`config.mk`:
```
export PLATFORM = sky130hd
export DESIGN_NAME = reset_supervisor
export DESIGN_NICKNAME = d
export VERILOG_FILES = /design/src/rtl/rsv_pkg.sv /design/src/rtl/rsv_sync.sv /design/src/rtl/rsv_glitch_filter.sv /design/src/rtl/rsv_pin_edge.sv /design/src/rtl/rsv_timer.sv /design/src/rtl/reset_supervisor.sv
export SDC_FILE = /design/constraint.sdc
export NUM_CORES = 1
export LEC_CHECK = 0
export BUFFER_PORTS_ARGS = -buffer_cell sky130_fd_sc_hd__buf_4
export CAP_MARGIN = 30
export CORE_ASPECT_RATIO = 0.8
export CORE_MARGIN = 4
export CORE_UTILIZATION = 30
export CTS_CLUSTER_SIZE = 40
export DETAILED_ROUTE_END_ITERATION = 10
export RECOVER_POWER = 50
export SLEW_MARGIN = 20
export SYNTH_ARGS = -nofsm -noshare
export SYNTH_HDL_FRONTEND = slang
export SYNTH_SLANG_ARGS = --single-unit
```
`constraint.sdc`:
```
create_clock -name clk_i -period 2.3 [get_ports clk_i]
set_input_delay 0.345 -clock clk_i [delete_from_list [all_inputs] [get_ports clk_i]]
set_output_delay 0.345 -clock clk_i [all_outputs]
set_load 0.02 [all_outputs]
```
`src/rtl/rsv_pkg.sv`:
```
package rsv_pkg;
  typedef struct packed {
    logic supply_ok;
    logic mr_n;
    logic pin_edge;
  } rsv_req_t;

  function automatic logic rsv_hold(input rsv_req_t r);
    return ~r.supply_ok | ~r.mr_n;
  endfunction
endpackage

```
`src/rtl/rsv_sync.sv`:
```
module rsv_sync #(
  parameter int   STAGES = 2,
  parameter logic INIT   = 1'b0
) (
  input  logic clk_i,
  input  logic rst_ni,
  input  logic d_i,
  output logic q_o
);
  logic [STAGES-1:0] ff_q;

  generate
    if (STAGES == 1) begin : g_one
      always_ff @(posedge clk_i or negedge rst_ni)
        if (!rst_ni) ff_q <= INIT;
        else         ff_q <= d_i;
    end else begin : g_chain
      always_ff @(posedge clk_i or negedge rst_ni)
        if (!rst_ni) ff_q <= {STAGES{INIT}};
        else         ff_q <= {ff_q[STAGES-2:0], d_i};
    end
  endgenerate

  assign q_o = ff_q[STAGES-1];
endmodule

```
`src/rtl/rsv_glitch_filter.sv`:
```
module rsv_glitch_filter #(
  parameter int   SYNC_STAGES = 2,
  parameter int   FILT_CYC    = 4,
  parameter logic INIT        = 1'b0
) (
  input  logic clk_i,
  input  logic rst_ni,
  input  logic d_i,
  output logic q_o
);
  localparam int CW = $clog2(FILT_CYC + 1);

  logic          s;
  logic [CW-1:0] cnt_q;

  rsv_sync #(.STAGES(SYNC_STAGES), .INIT(INIT)) u_sync (
    .clk_i, .rst_ni, .d_i, .q_o(s)
  );

  // q follows s only after s has differed for FILT_CYC consecutive edges
  always_ff @(posedge clk_i or negedge rst_ni) begin
    if (!rst_ni) begin
      q_o   <= INIT;
      cnt_q <= '0;
    end else if (s == q_o) begin
      cnt_q <= '0;
    end else if (cnt_q == CW'(FILT_CYC - 1)) begin
      q_o   <= s;
      cnt_q <= '0;
    end else begin
      cnt_q <= cnt_q + 1'b1;
    end
  end
endmodule

```
`src/rtl/rsv_pin_edge.sv`:
```
module rsv_pin_edge #(
  parameter int SYNC_STAGES = 2
) (
  input  logic clk_i,
  input  logic rst_ni,
  input  logic pin_i,
  input  logic drive_i,
  output logic edge_o
);
  logic pin_s, drive_s, ext_low, ext_low_q;

  rsv_sync #(.STAGES(SYNC_STAGES), .INIT(1'b0)) u_pin_sync (
    .clk_i, .rst_ni, .d_i(pin_i), .q_o(pin_s)
  );

  // drive enable delayed to line up with the synchronized pin level
  rsv_sync #(.STAGES(SYNC_STAGES), .INIT(1'b1)) u_drive_dly (
    .clk_i, .rst_ni, .d_i(drive_i), .q_o(drive_s)
  );

  assign ext_low = ~pin_s & ~drive_s;

  always_ff @(posedge clk_i or negedge rst_ni)
    if (!rst_ni) ext_low_q <= 1'b0;
    else         ext_low_q <= ext_low;

  assign edge_o = ext_low & ~ext_low_q;
endmodule

```
`src/rtl/rsv_timer.sv`:
```
module rsv_timer #(
  parameter int TIMEOUT_CYC = 40
) (
  input  logic clk_i,
  input  logic rst_ni,
  input  rsv_pkg::rsv_req_t req_i,
  output logic active_o
);
  localparam int CW = $clog2(TIMEOUT_CYC);

  logic [CW-1:0] cnt_q;

  always_ff @(posedge clk_i or negedge rst_ni) begin
    if (!rst_ni) begin
      active_o <= 1'b1;
      cnt_q    <= '0;
    end else if (rsv_pkg::rsv_hold(req_i) || req_i.pin_edge) begin
      active_o <= 1'b1;
      cnt_q    <= '0;
    end else if (active_o) begin
      if (cnt_q == CW'(TIMEOUT_CYC - 1)) begin
        active_o <= 1'b0;
        cnt_q    <= '0;
      end else begin
        cnt_q <= cnt_q + 1'b1;
      end
    end
  end
endmodule

```
`src/rtl/reset_supervisor.sv`:
```
module reset_supervisor #(
  parameter int SYNC_STAGES     = 2,
  parameter int SUPPLY_FILT_CYC = 8,
  parameter int MR_FILT_CYC     = 8,
  parameter int TIMEOUT_CYC     = 10_000_000
) (
  input  logic clk_i,
  input  logic rst_ni,
  input  logic supply_ok_i,
  input  logic mr_ni,
  input  logic rst_pin_i,
  output logic pin_drive_o,
  output logic rst_o,
  output logic rst_no,
  output logic wr_inhibit_o
);
  import rsv_pkg::*;

  logic     supply_ok_f, mr_n_f, pin_edge, rst_act;
  rsv_req_t req;

  rsv_glitch_filter #(.SYNC_STAGES(SYNC_STAGES), .FILT_CYC(SUPPLY_FILT_CYC), .INIT(1'b0))
    u_supply_filt (.clk_i, .rst_ni, .d_i(supply_ok_i), .q_o(supply_ok_f));

  rsv_glitch_filter #(.SYNC_STAGES(SYNC_STAGES), .FILT_CYC(MR_FILT_CYC), .INIT(1'b1))
    u_mr_filt (.clk_i, .rst_ni, .d_i(mr_ni), .q_o(mr_n_f));

  rsv_pin_edge #(.SYNC_STAGES(SYNC_STAGES)) u_pin_edge (
    .clk_i, .rst_ni, .pin_i(rst_pin_i), .drive_i(rst_act), .edge_o(pin_edge)
  );

  assign req = '{supply_ok: supply_ok_f, mr_n: mr_n_f, pin_edge: pin_edge};

  rsv_timer #(.TIMEOUT_CYC(TIMEOUT_CYC)) u_timer (
    .clk_i, .rst_ni, .req_i(req), .active_o(rst_act)
  );

  assign rst_o        = rst_act;
  assign rst_no       = ~rst_act;
  assign wr_inhibit_o = rst_act;
  assign pin_drive_o  = rst_act;
endmodule

```
==> After elaboration in Yosys (flattened, before gate mapping) <==
Cells that the tools add are included.
{ "classes": {"n_reduce_logical": 4, "mux": 10, "addsub": 3, "eq_ne": 5, "bitwise": 11} }
{ "ops": {"columns": ["op", "n"], "rows": [
  ["$mux W24", 3],
  ["$add A24 B1 Y24 const B", 1],
  ["$eq A24 B24 Y1 const B", 1],
  ["$mux W4", 4],
  ["$add A4 B1 Y4 const B", 2],
  ["$eq A4 B3 Y1 const B", 2],
  ["$not A1 Y1", 8],
  ["$reduce_and A2 Y1", 2],
  ["$mux W1", 3],
  ["$and A1 B1 Y1", 2],
  ["$eq A1 B1 Y1", 2],
  ["$reduce_bool A2 Y1", 1],
  ["$logic_or A1 B1 Y1", 1],
  ["$or A1 B1 Y1", 1]
]} }
{ "totals": {"word_cells": 44, "in_bits": 5, "reg_bits": 44} }

==> Logic depth before layout (Yosys ltp) <==
Gate-level depths: netlist of run 1.
{ "logic_depth": {"ltp_word": 5, "depth_mapped": 7} }

==> Modules after synthesis <==
From an unflattened synthesis of run 1, not the netlist that was laid out.
{ "unflattened": {"cells_unflattened": 195, "area_unflattened_um2": 2070.7} }
{ "modules_own_cells": {"columns": ["module", "instances", "cells_per_inst", "area_per_inst_um2"], "rows": [
  ["rsv_timer", 1, 146, 1353.8],
  ["rsv_glitch_filter (u_mr_filt)", 1, 17, 236.5],
  ["rsv_glitch_filter (u_supply_filt)", 1, 18, 217.7],
  ["rsv_sync (u_mr_filt.u_sync ...)", 2, 2, 52.6],
  ["rsv_sync (u_pin_edge.u_pin_sync ...)", 2, 2, 50.0],
  ["rsv_pin_edge", 1, 3, 38.8],
  ["reset_supervisor", 1, 3, 18.8]
]} }

==> Least setup slack after synthesis of run 1 <==
Ideal clock, no wire load.
{ "synth_path": {"kind": "register -> register", "startpoint": "register u_timer.cnt_q[13]", "endpoint": "register u_timer.cnt_q[11]", "synth_period_minus_slack_ns": 2.281, "path_slack_ns": 0.019, "t_arrival_ns": 2.160, "path_stages_with_launch": 7, "path_buffers": 1, "required_time_ns": 2.178, "setup_ns": 0.122, "path_cell_list": "dfrtp_1 or4b_1 or4_4 nor4_4 buf_6 o21ai_1 a32o_1"} }
{ "synth_via": {"elab_chain_len": 4} }
{ "synth_rtl": {"columns": ["item", "line", "text"], "rows": [
  ["from (decl)", "rsv_timer.sv:11", "logic [CW-1:0] cnt_q;"],
  ["from (signal assigned)", "rsv_timer.sv:25", "cnt_q <= cnt_q + 1'b1;"],
  ["$eq A24 B24 Y1", "rsv_timer.sv:21", "if (cnt_q == CW'(TIMEOUT_CYC - 1)) begin"],
  ["$mux W24", "rsv_timer.sv:21", null],
  ["$mux W24", "rsv_timer.sv:20", "end else if (active_o) begin"],
  ["$mux W24", "rsv_timer.sv:17", "end else if (rsv_pkg::rsv_hold(req_i) || req_i.pin_edge) begin"]
]} }
No other way between the ends. The select of a mux whose other input is x is not followed.
A chain may end at the register's enable or synchronous reset.

==> Worst setup path after layout of run 1 <==
{ "layout_path": {"startpoint": "register u_timer.cnt_q[13]", "endpoint": "register u_timer.cnt_q[14]"} }
{ "layout_via": {"elab_chain_len": 4, "elab_cells_between_ends": 5, "classes_between": "add/sub (1); eq/ne (1); mux (3)"} }
{ "layout_rtl": {"columns": ["item", "line"], "rows": [
  ["$add A24 B1 Y24 or $eq A24 B24 Y1 (tied branches)", "rsv_timer.sv:25, rsv_timer.sv:21"],
  ["$mux W24 (*)", "rsv_timer.sv:21"],
  ["$mux W24 (*)", "rsv_timer.sv:20"],
  ["$mux W24 (*)", "rsv_timer.sv:17"]
]} }
Every way passes the cells marked *; elsewhere a longest branch is shown, timed or not. The select of a mux whose other input is x is not followed.

==> flow_metrics.tcl, run 1 <==
set metrics [dict create \
    layout_common_cells "sky130_fd_sc_hd__dfrtp_1, sky130_fd_sc_hd__buf_4, sky130_fd_sc_hd__nor2_1" \
    synth.yosys.warnings 0 \
    antenna_cells 0 \
    yosys-mux-area-fraction_pct 1.583 \
    multi_input_gate_area_in_the_final_layout_sq_um 988.4 \
    timing.final.crit_period_ns 2.268 \
    share_of_synthesized_cell_area_in_and_or_nand_and_nor_gates_pct 25.32 \
    main_combinational_cell_family_by_area_after_synthesis "simple AND/OR/NAND/NOR gates" \
    timing.fmax_mhz 441.0 \
    critPathSlowestCell "sky130_fd_sc_hd__or4b_1" \
    max-clock-path-buffers 2 \
    avgSynthCellArea_sq_um 10.21 \
    cts.sinks 44 \
    finalSetupViolCount 0 \
    clk_transition_reported_paths_ns 0.09 \
    crit_type "flip-flop to flip-flop" \
    maxcap_violations 0 \
    slowest_delay_ns 0.52 \
    yosysSeqAreaShare_pct 51.93 \
    maxSlewHeadroom_pct 28.67 \
    min_period_over_period_pct 98.60 \
    io_count 9 \
    postSynth.asyncResetShare_pct 100.0 \
    syn_inst 209 \
    drcViolationCount 0 \
    grt_start_max_net_pins 45 \
    post_synth_xor_area_fraction_pct 3.693 \
    drt-vias-per-instance 5.242 \
    core_sq_um 6892 \
    detailedPlacementHpwl_um 3210 \
    start_util_pct 30.97 \
    cts_htree_levels 2 \
    synth_compound_gate_area_share_pct 12.78 \
    hold_depth 1 \
    fin_worst_skew_ns 0.01015 \
    crit_buf_inv 1 \
    drt-pass1-iter-count 4 \
    inserted_clock_buffers 5 \
    tritoncts "done" \
    number_of_antenna_violations_at_the_first_check_in_global_routing 0 \
    synth_area_sq_um 2135 \
    drt_iter0_markers 125 \
    die_outline_width_um 102.3 \
    synth-seq-cells 44 \
    num_rows 27 \
    netlist-cell-type-count 43 \
    hold_path.class "input pin to flip-flop" \
    grt_setup_unrepaired "yes" \
    reg2reg_slack_ns 0.03 \
    final-max-slew-violation-count 0 \
    area.growth.synth_to_final_pct 19.87 \
    critical-path-top-delay-family "simple AND/OR/NAND/NOR gates" \
    critical_path.reg2reg.startpoint "u_timer.cnt_q[13]" \
    hold_path_end "u_mr_filt.u_sync.ff_q[0]" \
    num-nets-final 247 \
    finalHoldViolations 0 \
    crit_fanout 4 \
    clockRootBuffer "sky130_fd_sc_hd__clkbuf_8" \
    cp.arrival_ns 2.46 \
    die-height_um 83.45 \
    finalWeightedCongestion 0.8197 \
    synth_nets 217 \
    clock_latency_ns 0.30 \
    timing.setup.tns_ns 0 \
    synthAdderAreaFrac_pct 1.758 \
    ir_worst_vdd_v 0.0002838 \
    post_route_cells_drive_above_1_share_pct 23.75 \
    timing.critical_path.from_type "flip-flop" \
    regToRegEndpoint "u_timer.cnt_q[14]" \
    reg2reg_depth 6 \
    min-delay-start "mr_ni" \
    area.sequential_sq_um 1109 \
    static-leakage-power_nw 1.033 \
    port_buffers 8 \
    filler_cell_count 720 \
    die_ar_sq_um 8537 \
    first_global_vias 1680 \
    routed_wire_length_per_instance_um 14.53 \
    antenna_violating_nets_remaining 0 \
    total_global_routing_track_utilization_pct 11.85 \
    worstMarginPinSlew_ns 1.070 \
    cts.hold.buffers_added 0 \
    grt_remaining_overflow 0 \
    cellPowerDensity_nw_per_um2 605.0 \
    end_kind "flip-flop" \
    status "complete, no violations" \
    routed_wirelength_um 4750 \
    fin_hold_ws_ns 0.1551 \
    vias_after_detailed_routing 1714 \
    crit_chain "or4b_1, or4_4, buf_6, or2_4, a21o_1, a32o_1" \
    synth-edff-count 0 \
    grt_pass1_wl_um 8128 \
    critPathRequiredTime_ns 2.50 \
    ys.flop_type "sky130_fd_sc_hd__dfrtp_1" \
    final_common_cell "sky130_fd_sc_hd__dfrtp_1" \
]
## flip-flops by register name, summed over array words and instances, names as in the netlist
| register | flops |
|---|---|
| u_mr_filt.cnt_q | 4 |
| u_mr_filt.q_o | 1 |
| u_mr_filt.u_sync.ff_q | 2 |
| u_pin_edge.ext_low_q | 1 |
| u_pin_edge.u_drive_dly.ff_q | 2 |
| u_pin_edge.u_pin_sync.ff_q | 2 |
| u_supply_filt.cnt_q | 4 |
| u_supply_filt.q_o | 1 |
| u_supply_filt.u_sync.ff_q | 2 |
| u_timer.active_o | 1 |
| u_timer.cnt_q | 24 |
## layout make-up
class / instances / area share (%)
sequential: 44 / 43.33
multi-input combinational: 153 / 38.63
timing repair buffer: 32 / 9.731
tap: 87 / 4.254
clock buffer: 5 / 2.689
clock inverter: 3 / 0.9291
inverter: 3 / 0.4401
## routing by layer
layer / track usage, % / up-vias / routed length [um]
li1: - / 832 / -
met1: 17.78 / 849 / 2418
met2: 16.93 / 28 / 2094
met3: 2.519 / 5 / 173
met4: 3.576 / 0 / 63
met5: 0 / - / 0
## cells by family (layout without fill, tap and decap cells)
logic type | Yosys count | in the layout
AND/OR/NAND/NOR | 98 | 98
flip-flops | 44 | 44
AO/OA/AOI/OAI | 40 | 40
buffers and inverters | 12 | 43
XOR/XNOR | 9 | 9
adder cells (fa/ha/maj) | 3 | 3
multiplexers | 3 | 3
## worst max-delay path by stage
stage                        end              start  cells past startpoint
3_3_place_gp   u_timer.cnt_q[20]  u_timer.cnt_q[13]                      6
3_5_place_dp   u_timer.cnt_q[20]  u_timer.cnt_q[13]                      6
5_1_grt        u_timer.cnt_q[14]  u_timer.cnt_q[13]                      6
2_1_floorplan  u_timer.cnt_q[11]  u_timer.cnt_q[13]                      6
6_report       u_timer.cnt_q[14]  u_timer.cnt_q[13]                      6
4_1_cts        u_timer.cnt_q[10]  u_timer.cnt_q[13]                      7
## report_power, final
group	total [mW]	internal (mW)	switching [mW]
Combinational	0.157	0.0751	0.0820
Sequential	0.897	0.843	0.0541
Clock	0.494	0.215	0.279
Total	1.55	1.13	0.415
## synth_stat cells, types with 2 or more instances
master	n	area (sq um)
sky130_fd_sc_hd__dfrtp_1	38	950.9
sky130_fd_sc_hd__nor2_1	20	75.07
sky130_fd_sc_hd__nand2_1	16	60.06
sky130_fd_sc_hd__nand3_1	12	60.06
sky130_fd_sc_hd__a21oi_1	10	50.05
sky130_fd_sc_hd__a32o_1	9	90.09
sky130_fd_sc_hd__nor3_1	9	45.04
sky130_fd_sc_hd__o21ai_1	9	45.04
sky130_fd_sc_hd__or3_1	8	50.05
sky130_fd_sc_hd__dfstp_2	6	157.7
sky130_fd_sc_hd__nand4_1	6	37.54
sky130_fd_sc_hd__nor3b_1	6	45.04
sky130_fd_sc_hd__and3_1	5	31.28
sky130_fd_sc_hd__xor2_1	5	43.79
sky130_fd_sc_hd__clkbuf_1	4	15.01
sky130_fd_sc_hd__xnor2_1	4	35.03
sky130_fd_sc_hd__ha_1	3	37.54
sky130_fd_sc_hd__inv_1	3	11.26
sky130_fd_sc_hd__mux2_2	3	33.78
sky130_fd_sc_hd__o22ai_1	3	18.77
sky130_fd_sc_hd__buf_2	2	10.01
sky130_fd_sc_hd__buf_4	2	15.01
sky130_fd_sc_hd__nor2b_1	2	12.51
sky130_fd_sc_hd__nor4_1	2	12.51
sky130_fd_sc_hd__o21ai_0	2	10.01
sky130_fd_sc_hd__or4_1	2	15.01
sky130_fd_sc_hd__or4b_1	2	20.02
## metrics by stage
stage / total power, mW / area [sq um] / utilization [%] / std cells / setup WS (ns)
global placement: 1.070 / 2432 / 35.29 / 318 / 0.01218
CTS: 1.579 / 2532 / 36.75 / 327 / 0.03085
finish: 1.548 / 2559 / 37.13 / 327 / 0.03226
floorplan: 1.013 / 2135 / - / 209 / 0.01873
global route: 1.632 / 2559 / 37.13 / 327 / -0.02456
detailed placement: 1.073 / 2432 / 35.29 / 318 / -0.03193
## timing repair
action                     CTS  global route
setup endpoints to repair    8             5
setup buffers                1             0
pin swaps                    1             0
gates cloned                 0             0
resized for setup            0             8
(Power assumes the default switching activity.)
==> inputs of run 2 (changes only) <==
Settings changed: BUFFER_PORTS_ARGS -buffer_cell sky130_fd_sc_hd__buf_4 to default, DONT_BUFFER_PORTS from default to 1.
==> run 2 against run 1 <==
The run now ends with setup timing left; hold slack worse by 0.11 ns; register-to-register slack worse by 0.05 ns; clock power is 22% higher; sequential cell count stayed put; final cell count is 1.8% lower; global-route usage is 0.30 points lower; setup slack worse by 0.046 ns; combinational power hardly changed; count of clock-buffer cells in the layout stayed put.
==> flow_metrics.tcl, run 2 (synthesized netlist as in run 1, its figures left out) <==
set metrics [dict create \
    static-leakage-power_nw 1.019 \
    clockPowerShare_pct 36.4 \
    timing.fmax_mhz 432.1 \
    timing.setup.tns_ns -0.04547 \
    slowest_delay_ns 0.52 \
    clockRootBuffer "sky130_fd_sc_hd__clkbuf_8" \
    fin_worst_skew_ns 0.006123 \
    antenna_cells 0 \
    grt_start_max_net_pins 45 \
    cts_htree_levels 2 \
    drt_iter0_markers 127 \
    hold_path.class "input pin to flip-flop" \
    cellPowerDensity_nw_per_um2 658.3 \
    largest_reg_flops 24 \
    number_of_antenna_violations_at_the_first_check_in_global_routing 0 \
    biggestRegsByFlops "u_timer.cnt_q (24), u_mr_filt.cnt_q (4), u_supply_filt.cnt_q (4)" \
    clock_latency_ns 0.29 \
    finalWeightedCongestion 0.8400 \
    critPathRequiredTime_ns 2.49 \
    finalSetupViolCount 5 \
    share_seq_of_total_power_pct 54.2 \
    max-clock-path-buffers 2 \
    die_outline_width_um 102.3 \
    timing.final.ws_setup_ns -0.01423 \
    critPathLaunch "u_timer.cnt_q[13]" \
    die-height_um 83.45 \
    power.share.switching_pct 24.88 \
    fin_hold_ws_ns 0.04182 \
    worstMarginPinSlew_ns 1.069 \
    maxSlewHeadroom_pct 28.73 \
    detailedPlacementHpwl_um 3219 \
    vias_after_detailed_routing 1671 \
    internal-power_mw 1.244 \
    end_kind "flip-flop" \
    clk_transition_reported_paths_ns 0.09 \
    filler_cell_count 709 \
    total_global_routing_track_utilization_pct 11.55 \
    min-delay-start "mr_ni" \
    port_buffers 0 \
    tritoncts "done" \
    cp.arrival_ns 2.50 \
    first_global_vias 1550 \
    critical_path.reg2reg.startpoint "u_timer.cnt_q[13]" \
    core_sq_um 6892 \
    failed_checks "setup timing" \
    layout_common_cells "sky130_fd_sc_hd__dfrtp_1, sky130_fd_sc_hd__buf_4, sky130_fd_sc_hd__nor2_1" \
    die_ar_sq_um 8537 \
    critical-path-top-delay-family "simple AND/OR/NAND/NOR gates" \
    drt-vias-per-instance 5.206 \
    routed_wire_length_per_instance_um 14.40 \
    post_route_cells_drive_above_1_share_pct 19.66 \
    final_common_cell "sky130_fd_sc_hd__dfrtp_1" \
    area.growth.synth_to_final_pct 17.82 \
    reg2reg_slack_ns -0.01 \
    routed_wirelength_um 4622 \
    crit_chain "or4b_1, or4_4, nor4_4, buf_4, o21ai_1, a32o_1" \
    power_switching_uw 411.9 \
    crit_buf_inv 1 \
    timing.final.crit_period_ns 2.314 \
    multi_input_gate_area_in_the_final_layout_sq_um 975.9 \
    min_period_over_period_pct 100.6 \
    drt-pass1-iter-count 4 \
    final-max-slew-violation-count 0 \
    cts.sinks 44 \
    ir_worst_vdd_v 0.0003377 \
    crit_fanout 6 \
    finalHoldViolations 0 \
    grt_remaining_overflow 0 \
    status "finished, violations left" \
    maxcap_violations 0 \
    timing.critical_path.from_type "flip-flop" \
    critPathSlowestCell "sky130_fd_sc_hd__or4b_1" \
    max_flop_register "u_timer.cnt_q" \
    start_util_pct 30.97 \
    antenna_violating_nets_remaining 0 \
    num_rows 27 \
    crit_type "flip-flop to flip-flop" \
    drcViolationCount 0 \
    inserted_clock_buffers 5 \
    io_count 9 \
    fin_util_pct 36.49 \
    comb_power_share_pct 9.5 \
    grt_setup_unrepaired "yes" \
    grt_pass1_wl_um 7845 \
    area.sequential_sq_um 1109 \
    num-nets-final 241 \
]
run 2: cell count changes in the layout (fill, tap and decap cells not counted), sizes merged:
cell	change
bufinv	+1
clkbuf	-3
clkinvlp	-1
dlygate4sd3	+1
inv	+1
clkinv	-1
buf	-4
run 2: power by group through the flow:
stage / registers (mW) / logic [mW] / clock network [mW]
after floorplan: 0.897 / 0.116 / 0
after global placement: 0.912 / 0.139 / 0
after detailed placement: 0.913 / 0.140 / 0
after CTS: 0.899 / 0.165 / 0.622
after global routing: 0.909 / 0.181 / 0.660
final: 0.897 / 0.157 / 0.602
run 2: timing repair:
| action | CTS | global route |
|---|---|---|
| resized for setup | 1 | 1 |
| buffers inserted | 1 | 0 |
| setup endpoints to repair | 8 | 14 |
| pin swaps | 3 | 1 |
| hold buffers | 2 | 0 |
| endpoints found under the hold margin | 44 | 0 |
run 2: path summary, 6_finish.rpt:
kind	cells after the start	endpoint
setup / recovery	6	u_timer.cnt_q[9]
hold reg to reg	0	u_supply_filt.u_sync.ff_q[1]
hold / removal	0	u_mr_filt.u_sync.ff_q[0]
min in group asynchronous	2	u_mr_filt.cnt_q[3]
setup reg to reg	6	u_timer.cnt_q[9]
max in group asynchronous	2	u_timer.cnt_q[4]
run 2: cell type report:
| cell class | count | area share [%] |
|---|---|---|
| repair buffers | 26 | 7.761 |
| flip-flops and latches | 44 | 44.08 |
| well taps | 87 | 4.328 |
| clock buffers | 5 | 2.736 |
| clock inverters | 3 | 1.841 |
| inverters | 3 | 0.4478 |
| multi-input cells | 153 | 38.81 |
run 2: layer usage:
layer / wire (um) / GRT usage, % / share of wire [%] / vias up
li1: - / - / - / 821
met1: 2369 / 17.81 / 51 / 812
met2: 1932 / 15.63 / 42 / 36
met3: 285 / 3.359 / 6.2 / 2
met4: 35 / 2.861 / 0.76 / 0
met5: 0 / 0 / 0 / -
run 2: per-stage QoR:
stage / power (mW) / setup WS, ns / instances / area [sq um]
after floorplan: 1.013 / 0.01873 / 209 / 2135
after global placement: 1.051 / 0.01035 / 310 / 2372
after detailed placement: 1.054 / -0.03149 / 310 / 2372
after CTS: 1.686 / -0.02425 / 321 / 2534
after global routing: 1.751 / -0.07682 / 321 / 2515
final: 1.656 / -0.01423 / 321 / 2515
==> inputs of run 3 (changes only) <==
Settings changed: PLACE_DENSITY_LB_ADDON from default to 0.25.
==> run 3 against run 2 <==
The run now ends clean; sequential share of layout area down 0.69 points; sequential cell count unchanged; core utilization up 0.58 points; setup slack better by 0.085 ns; clock skew up 0.0025 ns; largest power group unchanged; highest routed layer unchanged.
==> flow_metrics.tcl, run 3 (synthesized netlist as in run 1, its figures left out) <==
set metrics [dict create \
    cts.sinks 44 \
    number_of_antenna_violations_at_the_first_check_in_global_routing 0 \
    die-height_um 83.45 \
    core_sq_um 6892 \
    maxSlewHeadroom_pct 27.91 \
    finalHoldViolations 0 \
    static-leakage-power_nw 1.034 \
    preCtsSetupSlack_ns -0.04150 \
    reg2reg_slack_ns 0.07 \
    hold_depth 0 \
    design_area_sq_um 2555 \
    min_period_over_period_pct 96.94 \
    crit_fanout 4 \
    maxcap_violations 0 \
    num-nets-final 243 \
    final_common_cell "sky130_fd_sc_hd__dfrtp_1" \
    fin_hold_ws_ns 0.03264 \
    critical_path.reg2reg.startpoint "u_timer.cnt_q[13]" \
    timing.critical_path.from_type "flip-flop" \
    post_route_cells_drive_above_1_share_pct 21.61 \
    area.growth.synth_to_final_pct 19.70 \
    ir_worst_vdd_v 0.0003385 \
    grt.met3_usage_pct 3.526 \
    grt_pass1_wl_um 8238 \
    critPathRequiredTime_ns 2.50 \
    cts_htree_levels 2 \
    finalSetupViolCount 0 \
    num_rows 27 \
    grt_setup_unrepaired "yes" \
    reg2reg_depth 6 \
    routed_wirelength_um 4816 \
    fin_worst_skew_ns 0.008586 \
    clock_latency_ns 0.30 \
    finalWeightedCongestion 0.7616 \
    status "complete, no violations" \
    tritoncts "done" \
    die_ar_sq_um 8537 \
    grt_start_max_net_pins 45 \
    inserted_clock_buffers 5 \
    grt.met1_usage_pct 18.89 \
    total_global_routing_track_utilization_pct 12.33 \
    grt_remaining_overflow 0 \
    total_power_mw 1.663 \
    grt_use_met2_pct 16.58 \
    largest_reg_flops 24 \
    crit_type "flip-flop to flip-flop" \
    regToRegEndpoint "u_timer.cnt_q[9]" \
    dpl-instance-area_sq_um 2387 \
    end_kind "flip-flop" \
    drt-vias-per-instance 5.139 \
    final-max-slew-violation-count 0 \
    layout_common_cells "sky130_fd_sc_hd__dfrtp_1, sky130_fd_sc_hd__buf_4, sky130_fd_sc_hd__nor2_1" \
    timing.final.crit_period_ns 2.230 \
    top_usage_layer "met1" \
    min-delay-start "mr_ni" \
    first_global_vias 1652 \
    instances_no_fill 323 \
    timing.final.ws_setup_ns 0.07035 \
    antenna_cells 0 \
    max-clock-path-buffers 2 \
    detailedPlacementHpwl_um 3227 \
    cp.arrival_ns 2.43 \
    routed_wire_length_per_instance_um 14.91 \
    drcViolationCount 0 \
    filler_cell_count 720 \
    clk_transition_reported_paths_ns 0.09 \
    max_flop_register "u_timer.cnt_q" \
    vias_after_detailed_routing 1660 \
    hold_path.class "input pin to flip-flop" \
    die_outline_width_um 102.3 \
    timing.fmax_mhz 448.5 \
    worstMarginPinSlew_ns 1.081 \
    port_buffers 0 \
    drt_iter0_markers 79 \
    antenna_violating_nets_remaining 0 \
    cellPowerDensity_nw_per_um2 650.8 \
    io_count 9 \
    biggestRegsByFlops "u_timer.cnt_q (24), u_mr_filt.cnt_q (4), u_supply_filt.cnt_q (4)" \
    dp_cells 312 \
    start_util_pct 30.97 \
    drt-pass1-iter-count 4 \
    hold_path_end "u_mr_filt.u_sync.ff_q[0]" \
    clockRootBuffer "sky130_fd_sc_hd__clkbuf_8" \
]
-- run 3: cell count changes in the layout (fill, tap and decap cells not counted), moves of 2 or more --
cell	change
sky130_fd_sc_hd__buf_6	+3
sky130_fd_sc_hd__a21oi_2	+2
sky130_fd_sc_hd__clkinv_4	+2
sky130_fd_sc_hd__a21oi_1	-2
-- run 3: power breakdown --
group | switching (mW) | internal (mW) | leakage [nW]
clock | 0.281 | 0.327 | 0.0583
sequential | 0.0552 | 0.843 | 0.578
combinational | 0.0829 | 0.0741 | 0.398
total | 0.419 | 1.24 | 1.03
-- run 3: what timing repair did --
item	4_1_cts	5_1_grt
pin swaps	1	3
endpoints found under the hold margin	44	0
setup endpoints to repair	8	10
hold buffers	2	0
setup buffers	1	0
resized for setup	0	8
-- run 3: final cells by class --
| class | instances | area [sq um] | area share (%) |
|---|---|---|---|
| Sequential cell | 44 | 1109 | 43.39 |
| Multi-Input combinational cell | 153 | 988.4 | 38.69 |
| Clock buffer | 5 | 68.82 | 2.693 |
| Inverter | 3 | 11.26 | 0.4407 |
| Timing Repair Buffer | 28 | 221.5 | 8.668 |
| Tap cell | 87 | 108.9 | 4.261 |
| Clock inverter | 3 | 47.55 | 1.861 |
-- run 3: stage by stage --
stage	utilization (%)	setup TNS [ns]
floorplan	-	0
global placement	34.64	-0.06030
detailed placement	34.64	-0.1828
CTS	36.98	0
global route	37.07	-0.05573
finish	37.07	0
-- run 3: worst max-delay path, stage by stage, from the launching register on --
cell and delay (ns):
sky130_fd_sc_hd__dfrtp_1 0.38, sky130_fd_sc_hd__or4b_1 0.52, sky130_fd_sc_hd__or4_4 0.46, sky130_fd_sc_hd__nor4_4 0.23
sky130_fd_sc_hd__buf_4 0.19, sky130_fd_sc_hd__o21ai_1 0.07, sky130_fd_sc_hd__a32o_1 0.27
-- run 3: worst max-delay path by stage --
stage,start,end,cells after the start
global route,u_timer.cnt_q[13],u_timer.cnt_q[20],6
CTS,u_timer.cnt_q[13],u_timer.cnt_q[14],6
finish,u_timer.cnt_q[13],u_timer.cnt_q[9],6
floorplan,u_timer.cnt_q[13],u_timer.cnt_q[11],6
global placement,u_timer.cnt_q[13],u_timer.cnt_q[18],6
detailed placement,u_timer.cnt_q[13],u_timer.cnt_q[20],6
-- run 3: layer usage --
metal  wire length (um)  up-vias
met3                135        2
met4                 39        0
met1               2604      823
met2               2037       16
met5                  0        -
li1                   -      819
